### src/rtl/fpinv_pkg.sv
package fpinv_pkg;

  localparam int SP_EXP_W = 8;
  localparam int SP_MAN_W = 23;
  localparam int DP_EXP_W = 11;
  localparam int DP_MAN_W = 52;
  localparam int SP_W     = 1 + SP_EXP_W + SP_MAN_W;
  localparam int DP_W     = 1 + DP_EXP_W + DP_MAN_W;
  localparam int N_OPS    = 3;

  typedef enum logic [2:0] {
    OP_ADD  = 3'd0,
    OP_SUB  = 3'd1,
    OP_MUL  = 3'd2,
    OP_DIV  = 3'd3,
    OP_SQRT = 3'd4,
    OP_FMA  = 3'd5
  } fpOp_e;

  typedef struct packed {
    logic sign;
    logic isZero;
    logic isInf;
    logic isNan;
  } opClass_t;

  typedef struct packed {
    logic raiseInvalid;
    logic forceZero;
    logic zeroNeg;
  } strobe_t;

endpackage

### src/rtl/fpinv_opclass.sv
module fpinv_opclass
  import fpinv_pkg::*;
#(
  parameter int EXP_W = 8,
  parameter int MAN_W = 23,
  localparam int W = 1 + EXP_W + MAN_W
) (
  input  logic [W-1:0] val,
  output opClass_t     cls
);

  logic [EXP_W-1:0] expField;
  logic [MAN_W-1:0] manField;
  logic expOnes;
  logic expZero;
  logic manZero;

  assign expField = val[W-2:MAN_W];
  assign manField = val[MAN_W-1:0];
  assign expOnes  = &expField;
  assign expZero  = ~|expField;
  assign manZero  = ~|manField;

  // Subnormals have a zero exponent but a nonzero fraction: not zero.
  assign cls.sign   = val[W-1];
  assign cls.isZero = expZero & manZero;
  assign cls.isInf  = expOnes & manZero;
  assign cls.isNan  = expOnes & ~manZero;

endmodule

### src/rtl/fpinv_ctrl.sv
module fpinv_ctrl
  import fpinv_pkg::*;
(
  input  logic [2:0] opcode,
  input  opClass_t   clsA,
  input  opClass_t   clsB,
  input  opClass_t   clsC,
  input  logic       nanTaken,
  input  logic       prodRoundedZero,
  output strobe_t    strobes
);

  logic [N_OPS-1:0] usedMask;
  logic [N_OPS-1:0] nanVec;
  logic anyNan;
  logic blockAll;
  logic prodNeg;
  logic prodInf;
  logic mulConflict;
  logic fmaInfConflict;
  logic exactZero;
  logic roundZero;
  logic isFma;
  logic rawInvalid;

  assign nanVec         = {clsC.isNan, clsB.isNan, clsA.isNan};
  assign prodNeg        = clsA.sign ^ clsB.sign;
  assign prodInf        = clsA.isInf | clsB.isInf;
  assign mulConflict    = (clsA.isInf & clsB.isZero) | (clsB.isInf & clsA.isZero);
  assign fmaInfConflict = clsC.isInf & prodInf & (clsC.sign != prodNeg);
  assign exactZero      = clsC.isZero & (clsA.isZero | clsB.isZero);
  assign roundZero      = clsC.isZero & prodRoundedZero & ~prodInf & ~exactZero;

  always_comb begin
    usedMask   = '0;
    rawInvalid = 1'b0;
    isFma      = 1'b0;
    case (opcode)
      OP_ADD: begin
        usedMask   = 3'b011;
        rawInvalid = clsA.isInf & clsB.isInf & (clsA.sign != clsB.sign);
      end
      OP_SUB: begin
        usedMask   = 3'b011;
        rawInvalid = clsA.isInf & clsB.isInf & (clsA.sign == clsB.sign);
      end
      OP_MUL: begin
        usedMask   = 3'b011;
        rawInvalid = mulConflict;
      end
      OP_DIV: begin
        usedMask   = 3'b011;
        rawInvalid = (clsA.isInf & clsB.isInf) | (clsA.isZero & clsB.isZero);
      end
      OP_SQRT: begin
        usedMask   = 3'b001;
        rawInvalid = clsA.sign & ~clsA.isZero;
      end
      OP_FMA: begin
        usedMask   = 3'b111;
        isFma      = 1'b1;
        rawInvalid = mulConflict | fmaInfConflict;
      end
      default: begin
        usedMask   = '0;
        rawInvalid = 1'b0;
      end
    endcase
  end

  assign anyNan   = |(usedMask & nanVec);
  assign blockAll = anyNan | nanTaken;

  always_comb begin
    strobes              = '0;
    strobes.raiseInvalid = rawInvalid & ~blockAll;
    strobes.forceZero    = isFma & ~rawInvalid & ~blockAll & (exactZero | roundZero);
    if (strobes.forceZero) begin
      strobes.zeroNeg = exactZero ? (clsC.sign & prodNeg) : prodNeg;
    end
  end

endmodule

### src/rtl/fpinv_datapath.sv
module fpinv_datapath
  import fpinv_pkg::*;
(
  input  strobe_t          strobes,
  input  logic             dblSel,
  output logic             invalid,
  output logic [DP_W-1:0]  defaultNan,
  output logic             zeroForce,
  output logic             zeroSign
);

  localparam logic [SP_W-1:0] SP_QNAN = {1'b0, {SP_EXP_W{1'b1}}, 1'b1, {(SP_MAN_W-1){1'b0}}};
  localparam logic [DP_W-1:0] DP_QNAN = {1'b0, {DP_EXP_W{1'b1}}, 1'b1, {(DP_MAN_W-1){1'b0}}};

  assign defaultNan = dblSel ? DP_QNAN : {{(DP_W-SP_W){1'b0}}, SP_QNAN};
  assign invalid    = strobes.raiseInvalid;
  assign zeroForce  = strobes.forceZero;
  assign zeroSign   = strobes.zeroNeg;

endmodule

### src/rtl/fpinv_top.sv
module fpinv_top
  import fpinv_pkg::*;
(
  input  logic [DP_W-1:0] opA,
  input  logic [DP_W-1:0] opB,
  input  logic [DP_W-1:0] opC,
  input  logic [2:0]      opcode,
  input  logic            dblSel,
  input  logic            nanTaken,
  input  logic            prodRoundedZero,
  output logic            invalid,
  output logic [DP_W-1:0] defaultNan,
  output logic            zeroForce,
  output logic            zeroSign
);

  logic [DP_W-1:0] opBus [N_OPS];
  opClass_t spCls [N_OPS];
  opClass_t dpCls [N_OPS];
  opClass_t cls   [N_OPS];
  strobe_t  strobes;

  assign opBus[0] = opA;
  assign opBus[1] = opB;
  assign opBus[2] = opC;

  for (genvar i = 0; i < N_OPS; i++) begin : g_op
    fpinv_opclass #(.EXP_W(SP_EXP_W), .MAN_W(SP_MAN_W)) i_sp (
      .val(opBus[i][SP_W-1:0]),
      .cls(spCls[i])
    );
    fpinv_opclass #(.EXP_W(DP_EXP_W), .MAN_W(DP_MAN_W)) i_dp (
      .val(opBus[i]),
      .cls(dpCls[i])
    );
    assign cls[i] = dblSel ? dpCls[i] : spCls[i];
  end

  fpinv_ctrl i_ctrl (
    .opcode         (opcode),
    .clsA           (cls[0]),
    .clsB           (cls[1]),
    .clsC           (cls[2]),
    .nanTaken       (nanTaken),
    .prodRoundedZero(prodRoundedZero),
    .strobes        (strobes)
  );

  fpinv_datapath i_datapath (
    .strobes   (strobes),
    .dblSel    (dblSel),
    .invalid   (invalid),
    .defaultNan(defaultNan),
    .zeroForce (zeroForce),
    .zeroSign  (zeroSign)
  );

endmodule

### config.mk
export PLATFORM = sky130hd
export DESIGN_NAME = fpinv_top
export DESIGN_NICKNAME = d
export VERILOG_FILES = /design/src/rtl/fpinv_pkg.sv /design/src/rtl/fpinv_opclass.sv /design/src/rtl/fpinv_ctrl.sv /design/src/rtl/fpinv_datapath.sv /design/src/rtl/fpinv_top.sv
export SDC_FILE = /design/constraint.sdc
export NUM_CORES = 1
export LEC_CHECK = 0
export ABC_AREA = 1
export CORE_AREA = 3 3 101 103
export DETAILED_ROUTE_END_ITERATION = 12
export DIE_AREA = 0 0 104 106
export DONT_BUFFER_PORTS = 1
export PLACE_DENSITY = 0.39
export SYNTH_ARGS = -nofsm -noshare
export SYNTH_HDL_FRONTEND = slang
export SYNTH_SLANG_ARGS = --single-unit
export TNS_END_PERCENT = 20
### constraint.sdc
create_clock -name vclk -period 1.8
set_clock_uncertainty 0.15 [all_clocks]
set_input_delay 0 -clock vclk [all_inputs]
set_output_delay 0 -clock vclk [all_outputs]
set_load 0.05 [all_outputs]
* After elaboration in Yosys (flattened, before gate mapping)
Index checks and enable logic that the tools add are counted.
** Word-level totals
- Flip-flop bits (word level) :: 0
- Input port bits :: 198
- Output and inout port bits :: 67
- Word-level logic and storage cells :: 100
** Cells by class
- Equality and inequality tests :: 8
- Multiplexer cells :: 9
- Bitwise operators :: 50
- Reduce and logical (&&, ||, !) cells :: 33
** Operator list (count)
- $reduce_or 52->1 :: 3
- $reduce_or 23->1 :: 3
- $mux 63 :: 1
- $and 1x1->1 :: 36
- $reduce_and 11->1 :: 3
- $reduce_or 11->1 :: 3
- $reduce_and 8->1 :: 3
- $reduce_or 8->1 :: 3
- $logic_not 1->1 :: 12
- $mux 4 :: 3
- $pmux 3 s3 :: 1
- $or 1x1->1 :: 7
- $eq 3x2->1 const B :: 2
- $eq 3x3->1 const B :: 2
- $pmux 1 s6 :: 1
- $not 1->1 :: 5
- $reduce_or 4->1 :: 1
- $and 3x3->3 :: 1
- $eq 3x1->1 const B :: 1
- $logic_not 3->1 :: 1
- $mux 1 :: 3
- $reduce_or 3->1 :: 1
- $ne 1x1->1 :: 2
- $eq 1x1->1 :: 1
- $xor 1x1->1 :: 1

* Logic depth before layout (Yosys ltp)
- Depth after elaboration :: 14
- Gate-level depth with buffers :: 15
- Mapped depth without buffers :: 15

* Modules after synthesis
From an unflattened synthesis, not the netlist that was laid out.
** Second synthesis, totals
- Cell total of the unflattened synthesis :: 460
- Area total of the unflattened synthesis :: 2149.6 um^2
** Modules (own cells, without submodules)
- fpinv_opclass at g_op[0].i_dp ... :: times used 3, cells an instance 63, area each 264.0 um^2, seq. area each 0.0 um^2
- fpinv_datapath :: times used 1, cells an instance 68, area each 503.0 um^2, seq. area each 0.0 um^2
- fpinv_opclass at g_op[0].i_sp ... :: times used 3, cells an instance 37, area each 150.1 um^2, seq. area each 0.0 um^2
- fpinv_ctrl :: times used 1, cells an instance 53, area each 246.5 um^2, seq. area each 0.0 um^2
- fpinv_top :: times used 1, cells an instance 39, area each 157.7 um^2, seq. area each 0.0 um^2

* Worst setup path after synthesis
Ideal clock, no wire load.
- Path kind :: in2out
- From :: input dblSel
- To :: output zeroSign
- Data arrival time :: 1.867 ns
- Required time :: 1.650 ns
- Slack :: -0.217 ns
- Stages :: 14
- Path buffers :: 2
- Cells stage by stage :: buf_4 -> inv_4 -> buf_6 -> nand2_1 -> nand2_1 -> xor2_2 -> ha_1 -> nand2_1 -> nor2_1 -> nor2_1 -> nor2_1 -> nor2_2 -> nand3_2 -> nor2_2
** On the way
- Longest elaborated chain between the ends :: 11
- Elaborated cells on any way between the ends :: 41
- Those cells by class :: eq/ne (3); mux (6); bitwise (31); reduce/logical (1)
** RTL lines
- start: declaration :: RTL line fpinv_top.sv:8 : input logic dblSel,
- $mux 4 :: RTL line fpinv_top.sv:36 : assign cls[i] = dblSel ? dpCls[i] : spCls[i];
- $or 1x1->1 or $xor 1x1->1 (tied branches) :: RTL line fpinv_ctrl.sv:28, fpinv_ctrl.sv:27
- $and 1x1->1 or $ne 1x1->1 (tied branches) :: RTL line fpinv_ctrl.sv:30 : assign fmaInfConflict = clsC.isInf & prodInf & (clsC.sign != prodNeg);
- $and 1x1->1 :: RTL line fpinv_ctrl.sv:30
- $or 1x1->1 :: RTL line fpinv_ctrl.sv:62 : rawInvalid = mulConflict | fmaInfConflict;
- $pmux 1 s6 :: RTL line fpinv_ctrl.sv:38 : case (opcode)
- $not 1->1 :: RTL line fpinv_ctrl.sv:77 : strobes.forceZero = isFma & ~rawInvalid & ~blockAll & (exactZero | roundZero);
- $and 1x1->1 (3 in a row) :: RTL line fpinv_ctrl.sv:77
- $mux 1 (*) :: RTL line fpinv_ctrl.sv:78 : if (strobes.forceZero) begin
- end: declaration :: RTL line fpinv_top.sv:14 : output logic zeroSign
Every way passes the cells marked *; elsewhere a longest branch is shown, timed or not.

* Final worst setup path
- From :: input opA[5]
- To :: output zeroForce
** On the way
- Longest elaborated chain between the ends :: 13
- Elaborated cells on any way between the ends :: 41
- Those cells by class :: mux (2); bitwise (34); reduce/logical (5)
** RTL lines
- start: declaration :: RTL line fpinv_top.sv:4 : input logic [DP_W-1:0] opA,
- $reduce_or 52->1 or $reduce_or 23->1 (tied branches) :: RTL line fpinv_opclass.sv:22 : assign manZero = ~|manField;
- $logic_not 1->1 :: RTL line fpinv_opclass.sv:22
- $and 1x1->1 :: RTL line fpinv_opclass.sv:27 : assign cls.isInf = expOnes & manZero;
- $mux 4 (*) :: RTL line fpinv_top.sv:36
- $or 1x1->1 :: RTL line fpinv_ctrl.sv:28 : assign prodInf = clsA.isInf | clsB.isInf;
- $and 1x1->1 (2 in a row) :: RTL line fpinv_ctrl.sv:30
- $or 1x1->1 :: RTL line fpinv_ctrl.sv:62
- $pmux 1 s6 :: RTL line fpinv_ctrl.sv:38
- $not 1->1 :: RTL line fpinv_ctrl.sv:77
- $and 1x1->1 (2 in a row) :: RTL line fpinv_ctrl.sv:77
- $and 1x1->1 (*) :: RTL line fpinv_ctrl.sv:77
- end: declaration :: RTL line fpinv_top.sv:13 : output logic zeroForce,
Marked as above.

==> flow_summary.ini <==
[grt]
grt_usage_pct = 10.1
grt_antenna_before_repair = 0
grt_pass1_wl_mm = 9.08
grt_max_degree = 13
grt-ovfl-total = 0
grt_pass1_vias = 1909

[pwr]
p_leak_nw = 0.829
p_total_w = 0.000475
ir_drop_mv = 0.266
p_per_area_nw_per_um2 = 218

[critical_path]
cp-start-kind = primary input
endpoint_kind = output port
critPathMaxFanout = 7
path_cells = nor2_4 -> nand2_1 -> nor2_1 -> nand2_2 -> nor2_4 -> nand3_2 -> nand2_4 -> nand2_1 -> nand3_1 -> nor2_1 -> nor2_1 -> nor2_2 -> nand3_4 -> clkinvlp_4
crit_top_cell = nor2_1
cpLargestDelayFamily = simple AND/OR/NAND/NOR gates
worstSetupPathType = primary input to output port
slowest_stage = clkinvlp_4
path_buf_inv = 1
crit_required_ns = 1.65
crit_arrival_ns = 1.51
slowest_delay_ns = 0.25

[cells_and_area]
num_antenna_cells = 0
syn2layout_area_growth_pct = 11.0
drive_gt1_share_pct = 20.8
nFlopsAndLatches = 0
nets = 581
num-fill-cells = 1064
regArea_um2 = 0
multiInputGateArea_um2 = 1770
nClkBuffers = 0

[timing]
max_freq_ghz = 0.601
setup_viol = 0
period_minus_slack_ns = 1.66
finalMaxSlewViolations = 0
rsz0062_at_grt = true
fin_crit_sh_pct = 92.5
holdWs_ns = 0.162
tns_ns = 0
hold_viol_final = 0

[detailed_routing]
drc_errors = 0
drtIter0Drc = 131
ant_nets = 0
wl_per_cell_um = 13.0
drt-vias-per-instance = 4.33
wl_mm = 6.62
via_count = 2205
drt_pass1_iterations = 6

[logic_synthesis]
yosysWarningCount = 0
yosys-top-cells-count = 119 x nor2_1, 105 x nand2_1, 64 x buf_4, 21 x nand4_1, 18 x inv_1
syn_area_per_cell_um2 = 5.03
yosys.area.top_type_share_pct = 24.5
synth_most_common_cell = nor2_1
ys_types = 31
yosys.area.top_type = buf_4
synthTopCellsByArea = buf_4 24%, nor2_1 23%, nand2_1 20%
mappedNetlistArea_um2 = 1960
netlist_instances = 390
ys_seq_area_share_pct = 0

[run_status]
status = finished clean

[floorplan]
die_width_um = 104
initial_core_util_pct = 21.1
dieArea_um2 = 11000
fp-row-count = 35
die_height_um = 106
io-pin-count = 265
core-area_um2 = 9280

[place]
hpwl_mm = 6.00
place.gp.congestion = 0.672
port_buffers = 0

[hold_path]
hp-class = primary input to output port

[run]
cap_violations = 0
[stage by stage]
| stage | instance area (µm²) | cells | worst slack [ns] | util (%) |
|---|---|---|---|---|
| after global placement | 1920 | 505 | -0.0522 | 20.7 |
| after CTS | 1960 | 506 | 0.0168 | 21.1 |
| after global routing | 2180 | 509 | -0.0595 | 23.5 |
| final | 2180 | 509 | 0.135 | 23.5 |
| after floorplan | 2160 | 432 | -0.00262 | - |
| after detailed placement | 1920 | 505 | -0.109 | 20.7 |
[what timing repair did]
action                     4_1_cts  5_1_grt
setup buffers                    0        3
hold buffers                     1        0
pin swaps                        0       28
setup endpoints to repair        3        3
hold endpoints to repair        12        0
gates resized for setup          3       56
[final cells by class]
| cell class | instances | share of cell area, % |
|---|---|---|
| inverter | 19 | 3.79 |
| timing repair buffer | 14 | 7.47 |
| tap | 129 | 7.41 |
| multi-input combinational | 347 | 81.3 |
[final timing paths]
path	from	endpoint	slack [ns]	depth (start not counted)
worst max-delay path	opA[5]	zeroForce	0.14	14
worst min-delay path	dblSel	defaultNan[54]	0.16	1
[per-layer routing]
| layer | GRT usage (%) | wire (µm) | up-vias |
|---|---|---|---|
| li1 | - | - | 1110 |
| met1 | 11.3 | 2280 | 923 |
| met2 | 20.5 | 3620 | 172 |
| met3 | 2.31 | 723 | 0 |
| met4 | 0 | 0 | 0 |
| met5 | 0 | 0 | - |
[power breakdown]
| part | total [W] | internal (W) | switching (W) |
|---|---|---|---|
| Combinational | 0.000475 | 0.0000963 | 0.000379 |
| Clock | 0 | 0 | 0 |
| Sequential | 0 | 0 | 0 |
[cells in the final DEF, fill, tap and decap left out, types with 3 or more instances in the layout]
cell     synthesis  layout
nor2_1         119      96
nand2_1        105      92
conb_1           1      43
nand4_1         21      21
nor2_4           4      17
inv_1           18      15
nor2_2           4      14
nor3_1          12      12
nand3_1         16      11
nand2_2          2      10
buf_4           64      10
nand3_2          3       6
nand2_4          0       5
nand3_4          1       3
buf_12           0       3
[kinds of logic after synthesis]
kind of cell               share of synthesized area [%]
xor gates and xnor gates                            1.28
and+or+nand+nor                                     65.9
buffers and inverters                               29.0
adders and majority gates                          0.638
muxes                                              0.510
other                                              0.191
AOI/OAI and AO/OA                                   2.49
No activity file was read; power rests on OpenSTA's default activity.
